$ cat src/rtl/rtc_posted_pkg.sv
package rtc_posted_pkg;
  localparam int unsigned REG_W  = 32;
  localparam int unsigned ADDR_W = 3;

  localparam logic [ADDR_W-1:0] A_SEC   = 3'd0;
  localparam logic [ADDR_W-1:0] A_FRAC  = 3'd1;
  localparam logic [ADDR_W-1:0] A_ASEC  = 3'd2;
  localparam logic [ADDR_W-1:0] A_AFRAC = 3'd3;
  localparam logic [ADDR_W-1:0] A_CTRL  = 3'd4;
  localparam logic [ADDR_W-1:0] A_STAT  = 3'd5;
  localparam logic [ADDR_W-1:0] A_IEN   = 3'd6;

  localparam int unsigned B_RUN  = 3;
  localparam int unsigned B_BUSY = 10;
  localparam int unsigned B_NEXT = 9;
  localparam int unsigned B_DONE = 8;
  localparam int unsigned B_ERR  = 7;
  localparam int unsigned B_ALM  = 4;
  localparam int unsigned B_INV  = 1;
  localparam int unsigned B_SV   = 0;

  localparam logic [REG_W-1:0] IRQ_MASK = 32'h0000_0390;
endpackage

$ cat src/rtl/rtc_post_seq.sv
module rtc_post_seq #(
  parameter int unsigned DW  = 32,
  parameter int unsigned AW  = 3,
  parameter int unsigned LAT = 4
) (
  input  logic          clk,
  input  logic          rst,
  input  logic          wr_en,
  input  logic [AW-1:0] wr_addr,
  input  logic [DW-1:0] wr_data,
  output logic          busy,
  output logic          drop,
  output logic          cmt,
  output logic [AW-1:0] cmt_addr,
  output logic [DW-1:0] cmt_data
);
  localparam int unsigned CW = $clog2(LAT + 1);

  logic [CW-1:0] left;

  always_ff @(posedge clk) begin
    if (rst) begin
      busy     <= 1'b0;
      left     <= '0;
      cmt_addr <= '0;
      cmt_data <= '0;
    end else if (!busy && wr_en) begin
      busy     <= 1'b1;
      left     <= CW'(LAT - 1);
      cmt_addr <= wr_addr;
      cmt_data <= wr_data;
    end else if (busy) begin
      if (left == '0) busy <= 1'b0;
      else            left <= left - 1'b1;
    end
  end

  assign cmt  = busy && (left == '0);
  assign drop = wr_en && busy;

  assert_accept_R3: assert property (@(posedge clk) disable iff (rst)
    (wr_en && !busy) |=> busy);
  assert_commit_ends_R3: assert property (@(posedge clk) disable iff (rst)
    cmt |=> !busy);
  assert_hold_payload_R4: assert property (@(posedge clk) disable iff (rst)
    (busy && !cmt) |=> ($stable(cmt_addr) && $stable(cmt_data)));
endmodule

$ cat src/rtl/rtc_timekeeper.sv
module rtc_timekeeper #(
  parameter int unsigned SW = 32,
  parameter int unsigned FW = 32
) (
  input  logic          clk,
  input  logic          rst,
  input  logic          run,
  input  logic          sec_wr,
  input  logic          frac_wr,
  input  logic [SW-1:0] wdata,
  input  logic [SW-1:0] alm_sec,
  input  logic [FW-1:0] alm_frac,
  output logic [SW-1:0] sec,
  output logic [FW-1:0] frac,
  output logic          hit
);
  always_ff @(posedge clk) begin
    if (rst) begin
      sec  <= '0;
      frac <= '0;
    end else begin
      if (sec_wr)                 sec <= wdata;
      else if (run && (&frac))    sec <= sec + 1'b1;
      if (frac_wr)                frac <= wdata[FW-1:0];
      else if (run)               frac <= frac + 1'b1;
    end
  end

  assign hit = run && (sec == alm_sec) && (frac == alm_frac);

  assert_stopped_R8: assert property (@(posedge clk) disable iff (rst)
    (!run && !sec_wr && !frac_wr) |=> ($stable(sec) && $stable(frac)));
  assert_frac_wrap_R8: assert property (@(posedge clk) disable iff (rst)
    (run && !frac_wr && (&frac)) |=> (frac == '0));
endmodule

$ cat src/rtl/rtc_flags.sv
module rtc_flags (
  input  logic       clk,
  input  logic       rst,
  input  logic       drop,
  input  logic       good_cmt,
  input  logic       bad_cmt,
  input  logic [4:0] clr,
  input  logic       hit,
  output logic       done,
  output logic       err,
  output logic       alm,
  output logic       inv,
  output logic       sv
);
  // clr = {done, err, alarm, invalid, violation} ones from a committing status write
  always_ff @(posedge clk) begin
    if (rst) begin
      done <= 1'b0;
      err  <= 1'b0;
      alm  <= 1'b0;
      inv  <= 1'b1;
      sv   <= 1'b0;
    end else begin
      done <= (done & ~clr[4]) | (good_cmt & ~clr[4]);
      err  <= (err & ~clr[3]) | drop | bad_cmt;
      alm  <= (alm & ~clr[2]) | hit;
      if (clr[1] && clr[0]) inv <= 1'b0;
      sv   <= sv & ~clr[0];
    end
  end

  assert_drop_err_R4: assert property (@(posedge clk) disable iff (rst)
    drop |=> err);
  assert_bad_err_R5: assert property (@(posedge clk) disable iff (rst)
    bad_cmt |=> err);
  assert_inv_sticky_R7: assert property (@(posedge clk) disable iff (rst)
    (inv && !(clr[1] && clr[0])) |=> inv);
  assert_alarm_set_R9: assert property (@(posedge clk) disable iff (rst)
    hit |=> alm);
endmodule

$ cat src/rtl/rtc_posted.sv
module rtc_posted
  import rtc_posted_pkg::*;
#(
  parameter int unsigned FRAC_W     = 32,
  parameter int unsigned COMMIT_LAT = 4
) (
  input  logic              clk,
  input  logic              rst,
  input  logic              wr_en,
  input  logic [ADDR_W-1:0] wr_addr,
  input  logic [REG_W-1:0]  wr_data,
  input  logic [ADDR_W-1:0] rd_addr,
  output logic [REG_W-1:0]  rd_data,
  output logic              irq
);
  logic              busy, drop, cmt;
  logic [ADDR_W-1:0] cmt_addr;
  logic [REG_W-1:0]  cmt_data;
  logic              run_en, seen_sec;
  logic [REG_W-1:0]  ien, asec;
  logic [FRAC_W-1:0] afrac;
  logic [REG_W-1:0]  sec;
  logic [FRAC_W-1:0] frac;
  logic              hit, run;
  logic              done, err, alm, inv, sv;
  logic              addr_ok, stat_wr;
  logic [4:0]        st_clr;
  logic [REG_W-1:0]  stat_word;

  rtc_post_seq #(.DW(REG_W), .AW(ADDR_W), .LAT(COMMIT_LAT)) u_post (
    .clk(clk), .rst(rst), .wr_en(wr_en), .wr_addr(wr_addr), .wr_data(wr_data),
    .busy(busy), .drop(drop), .cmt(cmt), .cmt_addr(cmt_addr), .cmt_data(cmt_data)
  );

  assign addr_ok = (cmt_addr <= A_IEN);
  assign stat_wr = cmt && (cmt_addr == A_STAT);
  assign st_clr  = stat_wr ? {cmt_data[B_DONE], cmt_data[B_ERR], cmt_data[B_ALM],
                              cmt_data[B_INV], cmt_data[B_SV]} : 5'd0;

  always_ff @(posedge clk) begin
    if (rst) begin
      run_en   <= 1'b0;
      seen_sec <= 1'b0;
      ien      <= '0;
      asec     <= '1;
      afrac    <= '0;
    end else if (cmt) begin
      case (cmt_addr)
        A_SEC:   seen_sec <= 1'b1;
        A_ASEC:  asec     <= cmt_data;
        A_AFRAC: afrac    <= cmt_data[FRAC_W-1:0];
        A_CTRL:  run_en   <= cmt_data[B_RUN];
        A_IEN:   ien      <= cmt_data & IRQ_MASK;
        default: ;
      endcase
    end
  end

  assign run = run_en && seen_sec && !inv;

  rtc_timekeeper #(.SW(REG_W), .FW(FRAC_W)) u_time (
    .clk(clk), .rst(rst), .run(run),
    .sec_wr(cmt && (cmt_addr == A_SEC)), .frac_wr(cmt && (cmt_addr == A_FRAC)),
    .wdata(cmt_data), .alm_sec(asec), .alm_frac(afrac),
    .sec(sec), .frac(frac), .hit(hit)
  );

  rtc_flags u_flags (
    .clk(clk), .rst(rst), .drop(drop),
    .good_cmt(cmt && addr_ok), .bad_cmt(cmt && !addr_ok),
    .clr(st_clr), .hit(hit),
    .done(done), .err(err), .alm(alm), .inv(inv), .sv(sv)
  );

  always_comb begin
    stat_word         = '0;
    stat_word[B_BUSY] = busy;
    stat_word[B_NEXT] = !busy;
    stat_word[B_DONE] = done;
    stat_word[B_ERR]  = err;
    stat_word[B_ALM]  = alm;
    stat_word[B_INV]  = inv;
    stat_word[B_SV]   = sv;
  end

  always_ff @(posedge clk) begin
    if (rst) begin
      rd_data <= '0;
      irq     <= 1'b0;
    end else begin
      irq <= |(ien & stat_word & IRQ_MASK);
      case (rd_addr)
        A_SEC:   rd_data <= sec;
        A_FRAC:  rd_data <= REG_W'(frac);
        A_ASEC:  rd_data <= asec;
        A_AFRAC: rd_data <= REG_W'(afrac);
        A_CTRL:  rd_data <= REG_W'(run_en) << B_RUN;
        A_STAT:  rd_data <= stat_word;
        A_IEN:   rd_data <= ien;
        default: rd_data <= '0;
      endcase
    end
  end

  assert_irq_masked_R10: assert property (@(posedge clk) disable iff (rst)
    (ien == '0) |=> !irq);
  assert_no_run_unseen_R8: assert property (@(posedge clk) disable iff (rst)
    !seen_sec |-> !run);
  assert_cmt_busy_R3: assert property (@(posedge clk) disable iff (rst)
    cmt |-> busy);
endmodule

$ cat config.mk
export PLATFORM = sky130hd
export DESIGN_NAME = rtc_posted
export DESIGN_NICKNAME = d
export VERILOG_FILES = /design/src/rtl/rtc_posted_pkg.sv /design/src/rtl/rtc_post_seq.sv /design/src/rtl/rtc_timekeeper.sv /design/src/rtl/rtc_flags.sv /design/src/rtl/rtc_posted.sv
export SDC_FILE = /design/constraint.sdc
export NUM_CORES = 1
export LEC_CHECK = 0
export ABC_AREA = 1
export BUFFER_PORTS_ARGS = -buffer_cell sky130_fd_sc_hd__clkbuf_2
export CAP_MARGIN = 40
export CELL_PAD_IN_SITES_DETAIL_PLACEMENT = 0
export CELL_PAD_IN_SITES_GLOBAL_PLACEMENT = 1
export CORE_UTILIZATION = 39
export DETAILED_ROUTE_END_ITERATION = 6
export GPL_TIMING_DRIVEN = 0
export PLACE_DENSITY_LB_ADDON = 0.08
export SLEW_MARGIN = 0
export SYNTH_ARGS = -nofsm -noshare
export SYNTH_HDL_FRONTEND = slang
export SYNTH_SLANG_ARGS = --single-unit
$ cat constraint.sdc
create_clock -name clk -period 1.8 [get_ports clk]
set_input_delay 0.18 -clock clk [delete_from_list [all_inputs] [get_ports clk]]
set_output_delay 0.18 -clock clk [all_outputs]
set_load 0.1 [all_outputs]
**Word-level counts from Yosys, hierarchy flattened**

Cells that the tools add are included.

- Register bits after elaboration: 211
- Input port bits: 41
- Output and inout port bits: 33

- Add/subtract/negate cells: 3
- Order comparisons: 1
- Eq/ne operators: 15
- Muxes and demuxes: 12
- Bitwise logic cells: 15
- Reduce and logical (&&, ||, !) cells: 33

Operators with widths:

| kind | count |
|---|---|
| 32-bit case mux with 7 select lines | 1 |
| 32-bit two-way mux | 4 |
| 32-bit by 1-bit adder with 32-bit output, second input constant | 2 |
| 32-bit equality test | 2 |
| 32-bit AND reduction | 1 |
| 3-bit equality test, second input constant | 6 |
| 1-bit logical AND | 14 |
| 2-bit AND reduction | 7 |
| 3-bit by 2-bit equality test with 1-bit output, second input constant | 4 |
| 10-bit bitwise AND | 1 |
| 3-bit logical NOT | 3 |
| 3-bit by 1-bit equality test with 1-bit output, second input constant | 2 |
| 2-bit two-way mux | 3 |
| 2-bit nonzero test | 3 |
| 1-bit bitwise AND | 5 |
| 5-bit two-way mux | 1 |
| 1-bit NOT | 5 |
| 1-bit bitwise OR | 4 |
| 4-bit OR reduction | 1 |
| 3-bit <= comparator, second input constant | 1 |
| 1-bit logical NOT | 3 |
| 1-bit two-way mux | 3 |
| 3-bit by 1-bit subtractor with 3-bit output, second input constant | 1 |
| 2-bit by 1-bit inequality test with 1-bit output, second input constant | 1 |
| 2-bit OR reduction | 1 |

**Longest topological paths before layout**

- Word-level depth: 8
- Mapped depth: 12
- Depth with buffers taken out: 12

**Modules after synthesis**

Synthesis repeated with hierarchy kept, for this count alone.

- Cells, all modules: 1824
- Area total of the unflattened synthesis: 11663.7 um2

By module, submodules not included:

| module | instances | cells an instance | area an instance (um2) |
|---|---|---|---|
| rtc_timekeeper | 1 | 956 | 5351.4 |
| rtc_posted | 1 | 663 | 4583.1 |
| rtc_post_seq | 1 | 184 | 1555.2 |
| rtc_flags | 1 | 21 | 173.9 |

**Worst setup path after synthesis**

OpenSTA, ideal clock, no wires.

- Kind: reg-to-reg
- Start point: register u_time.frac[0]
- End point: register u_time.sec[29]
- Setup time: 0.130 ns
- Arrival: 1.594 ns
- Setup slack: 0.076 ns
- Cell stages (with the launch flop): 12
- Path buffers: 1
- Clock period less this slack: 1.724 ns
- Cell sequence: dfxtp_1 > ha_1 > nand3_2 > nor2_2 > nand2_2 > nor2_8 > nand3_4 > nand2_4 > buf_6 > o21ai_0 > nor2_1 > nor2_1

- Word-level cells in the longest chain between the ends: 3

Ends and longest elaborated chain:

| what | line | source |
|---|---|---|
| start: declaration | rtc_timekeeper.sv:14 | `output logic [FW-1:0] frac,` |
| start signal: assignment | rtc_timekeeper.sv:24 | `if (frac_wr) frac <= wdata[FW-1:0];` |
| start signal: assignment | rtc_timekeeper.sv:25 | `else if (run) frac <= frac + 1'b1;` |
| 32-bit AND reduction | rtc_timekeeper.sv:23 | `else if (run && (&frac)) sec <= sec + 1'b1;` |
| 1-bit logical AND | rtc_timekeeper.sv:23 |  |
| 2-bit nonzero test (no source line) | n/a |  |
| end signal: assignment | rtc_timekeeper.sv:22 | `if (sec_wr) sec <= wdata;` |
| end signal: assignment | rtc_timekeeper.sv:23 |  |
| end: declaration | rtc_timekeeper.sv:13 | `output logic [SW-1:0] sec,` |

Every way passes these cells.
A chain may end at the register's enable or synchronous reset.

**Worst setup path after layout**

- Start point: register u_post.busy
- End point: register u_time.sec[30]

- Word-level cells in the longest chain between the ends: 3
- Elaborated cells on any way between the ends: 4

Ends and longest elaborated chain:

| what | line | source |
|---|---|---|
| start: declaration | rtc_post_seq.sv:11 | `output logic busy,` |
| start signal: assignment | rtc_post_seq.sv:23 | `busy <= 1'b0;` |
| start signal: assignment | rtc_post_seq.sv:28 | `busy <= 1'b1;` |
| start signal: assignment | rtc_post_seq.sv:33 | `if (left == '0) busy <= 1'b0;` |
| 1-bit logical AND (*) | rtc_post_seq.sv:38 | `assign cmt = busy && (left == '0);` |
| 1-bit logical AND (*) | rtc_posted.sv:63 | `.sec_wr(cmt && (cmt_addr == A_SEC)), .frac_wr(cmt && (cmt_addr == A_FRAC)),` |
| 32-bit two-way mux / 2-bit nonzero test (equally long branches) | n/a |  |

Mark *: on every way between the ends. The rest lies on a longest branch, timed or not.

==> flow_summary.json <==
{
  "setup_slack_ns": -0.01216,
  "holdWs_ns": 0.003690,
  "syn_to_final_growth_pct": 29.57,
  "violations": "setup timing",
  "period_needed_ns": 1.812,
  "synth.avg_cell_area_um2": 6.605,
  "p_sw_mw": 3.336,
  "synthFlopType": "dfxtp_1",
  "synth_edf_count": 0,
  "holdPathEnd": "u_post.cmt_data[0]$_SDFFE_PP0P_",
  "grt_max_degree": 16,
  "ir_drop_v": 0.0005708,
  "rsz0062_at_grt": "true",
  "antenna_found_initial": 0,
  "mostFrequentLayoutCell": "nand2_1",
  "ant_nets": 0,
  "drc": 0,
  "final_cell_mix": "384 x nand2_1, 194 x nor2_1, 183 x inv_1, 180 x dfxtp_1, 134 x a21oi_1",
  "synth-seq-area-share": 0.3800,
  "fin_util": 0.5156,
  "ys_ff_latch": 211,
  "drive_gt1_frac": 0.2011,
  "hold_class": "in2reg",
  "initial_utilization": 0.3980,
  "synth_warnings": 0,
  "fin_crit_sh": 1.007,
  "clock.fmax_mhz": 551.8,
  "cts.sink_count": 211,
  "nets": 1905,
  "critical_path_required_ns": 2.20,
  "synth_fp_nets": 1728,
  "grt_pass1_vias": 11299,
  "pre_cts_slack_ns": -0.5763,
  "setup_violations": 1,
  "syn-cell-area_mm2": 0.01112,
  "maxCapViolCount": 0,
  "outcome": "finished, violations left",
  "cp_slowest_stage_delay_ns": 0.41,
  "tightest_slew_ns": 0.9664,
  "p_per_area_mw_per_mm2": 851.4,
  "r2r_slack_ns": -0.01,
  "p_seq_frac": 0.413,
  "clk_transition_reported_paths_ns": 0.06,
  "synthCells": 1683,
  "fin_area_mm2": 0.01440,
  "dr.pass1.iters": 5,
  "finalHoldViolCount": 0,
  "core_mm2": 0.02793,
  "rr_worst_depth": 12,
  "start_kind": "flip-flop",
  "p_clk_frac": 0.486,
  "timing.slew.headroom": 0.3558,
  "die_x_um": 170.8,
  "min_from": "wr_data[0]",
  "viasPerCell": 5.384,
  "maxSlewViolCount": 0,
  "placed_area_mm2": 0.01196,
  "gp_congestion": 0.9459,
  "crit_chain": "inv_4 > nor2_4 > nand2_4 > nor2_8 > nand2_8 > clkinv_8 > nor2_8 > clkbuf_16 > nand2_2 > clkinv_1 > nor2_1 > nor2_1",
  "rows": 61,
  "routedWlPerCell_um": 22.00,
  "path_max_fanout": 6,
  "placement.io_buffers": 73,
  "path_delay_family": "simple AND/OR/NAND/NOR gates",
  "antenna_cells": 0,
  "internal_power_mw": 8.927,
  "hold_path_depth": 3,
  "tritoncts": "done",
  "worst_skew_pair.late_latency_ns": 0.54,
  "wirelength_um": 49670,
  "p_leak_nw": 5.993,
  "regToRegStartpoint": "u_post.busy$_SDFF_PP0_",
  "cpMaxStageDelayCell": "dfxtp_4",
  "swShare": 0.2721,
  "power.share.combinational": 0.101,
  "drt-initial-drc-count": 1240,
  "skew_ns": 0.009489,
  "worst-path-buf-inv": 4,
  "endpoint_kind": "flip-flop",
  "via_count": 12156,
  "track_usage": 0.3383,
  "synthArstFlopShare": 0,
  "hpwl_um": 37690,
  "cts_buffers": 26,
  "grt_pass1_wl_um": 71320,
  "crit_type": "reg2reg",
  "synth_cell_types": 41,
  "gr-total-overflow": 0,
  "r2r_end": "u_time.sec[30]$_SDFFE_PP0P_",
  "ctsRootBufferMaster": "clkbuf_16",
  "crit_arrival_ns": 2.21,
  "die_h_um": 170.8,
  "cts.path.max_buffers": 3,
  "dieArea_mm2": 0.02918,
  "h-tree-depth": 1,
  "pin_count": 74
}
[cells in the mapped netlist, types with 19 or more instances]
library cell,number,share of area
buf_2,19,0.0086
a21oi_1,138,0.062
nor3_1,24,0.011
clkbuf_1,44,0.015
xor2_1,38,0.030
nand3_1,58,0.026
inv_1,192,0.065
dfxtp_1,211,0.38
nor2_1,221,0.075
o22ai_1,52,0.029
o21ai_0,152,0.068
a221oi_1,27,0.021
nand2_1,399,0.13
[flip-flops by register name (all words and copies together), names as in the netlist, 3 cells and up]
register         count
asec                32
u_post.left          3
afrac               32
u_time.sec          32
u_post.cmt_addr      3
u_time.frac         32
ien                  4
rd_data             32
u_post.cmt_data     32
[per-layer routing]
| metal | up-vias | GRT usage | routed length (um) |
|---|---|---|---|
| met2 | 554 | 0.5224 | 21700 |
| met1 | 5681 | 0.4640 | 21220 |
| li1 | 5819 | - | - |
| met5 | - | 0 | 0 |
| met3 | 102 | 0.06616 | 4660 |
| met4 | 0 | 0.1273 | 2096 |
[per-stage QoR]
step                total power [mW]  setup TNS (ns)  std cells
floorplan                      5.725               0       1683
global placement               6.205          -38.65       2134
detailed placement             6.212          -40.59       2134
CTS                            12.22         -0.1315       2233
global route                   12.59          -1.819       2258
finish                         12.26        -0.01216       2258
[kinds of logic after synthesis]
logic type,Yosys count,share of synthesized area
buffers and inverters,287,0.1061
AO/OA/AOI/OAI,388,0.1935
XOR/XNOR,44,0.03467
adder cells (fa/ha/maj),4,0.004502
flip-flops,211,0.3800
AND/OR/NAND/NOR,749,0.2813
[cell type report]
| class | count | area, um2 |
|---|---|---|
| Buffer | 80 | 486.7 |
| Clock buffer | 33 | 738.2 |
| Clock inverter | 15 | 230.2 |
| Fill cell | 2912 | 13530 |
| Inverter | 205 | 802.0 |
| Multi-Input combinational cell | 1186 | 6276 |
| Sequential cell | 211 | 4285 |
| Tap cell | 378 | 473.0 |
| Timing Repair Buffer | 150 | 1112 |
[power groups by stage]
stage          sequential (mW)  combinational, mW  clock (mW)
2_1_floorplan             5.19              0.535           0
6_report                  5.06               1.24        5.97
3_5_place_dp              5.15               1.06           0
4_1_cts                   5.05               1.18        6.00
3_3_place_gp              5.15               1.06           0
5_1_grt                   5.06               1.33        6.20
[worst reg2reg max path: stages, from the launching register on]
cell and delay (ns):
dfxtp_4 0.41, inv_4 0.08, nor2_4 0.10, nand2_4 0.09, nor2_8 0.20, nand2_8 0.16, clkinv_8 0.12, nor2_8 0.07
clkbuf_16 0.18, nand2_2 0.06, clkinv_1 0.05, nor2_1 0.11, nor2_1 0.04
[worst max-delay path by stage]
stage	startpoint	end	slack, ns	cells after the start
6_report	u_post.busy$_SDFF_PP0_	u_time.sec[30]$_SDFFE_PP0P_	-0.01	12
3_3_place_gp	u_post.busy$_SDFF_PP0_	u_post.cmt_data[17]$_SDFFE_PP0P_	-0.58	6
2_1_floorplan	u_time.frac[0]$_SDFFE_PP0P_	u_time.sec[29]$_SDFFE_PP0P_	0.08	11
3_5_place_dp	u_post.busy$_SDFF_PP0_	u_post.cmt_data[17]$_SDFFE_PP0P_	-0.58	6
4_1_cts	u_time.frac[1]$_SDFFE_PP0P_	u_time.sec[14]$_SDFFE_PP0P_	-0.04	11
5_1_grt	u_time.frac[21]$_SDFFE_PP0P_	u_time.sec[14]$_SDFFE_PP0P_	-0.09	10
[repair_timing]
action / in CTS / in global routing
cloned: 2 / 3
hold endpoints to repair: 34 / 0
pin swaps: 20 / 32
hold buffers: 34 / 0
setup endpoints to repair: 163 / 125
resized for setup: 120 / 144
buffers inserted: 17 / 22
Note: power is estimated with default switching activity, not from simulation.
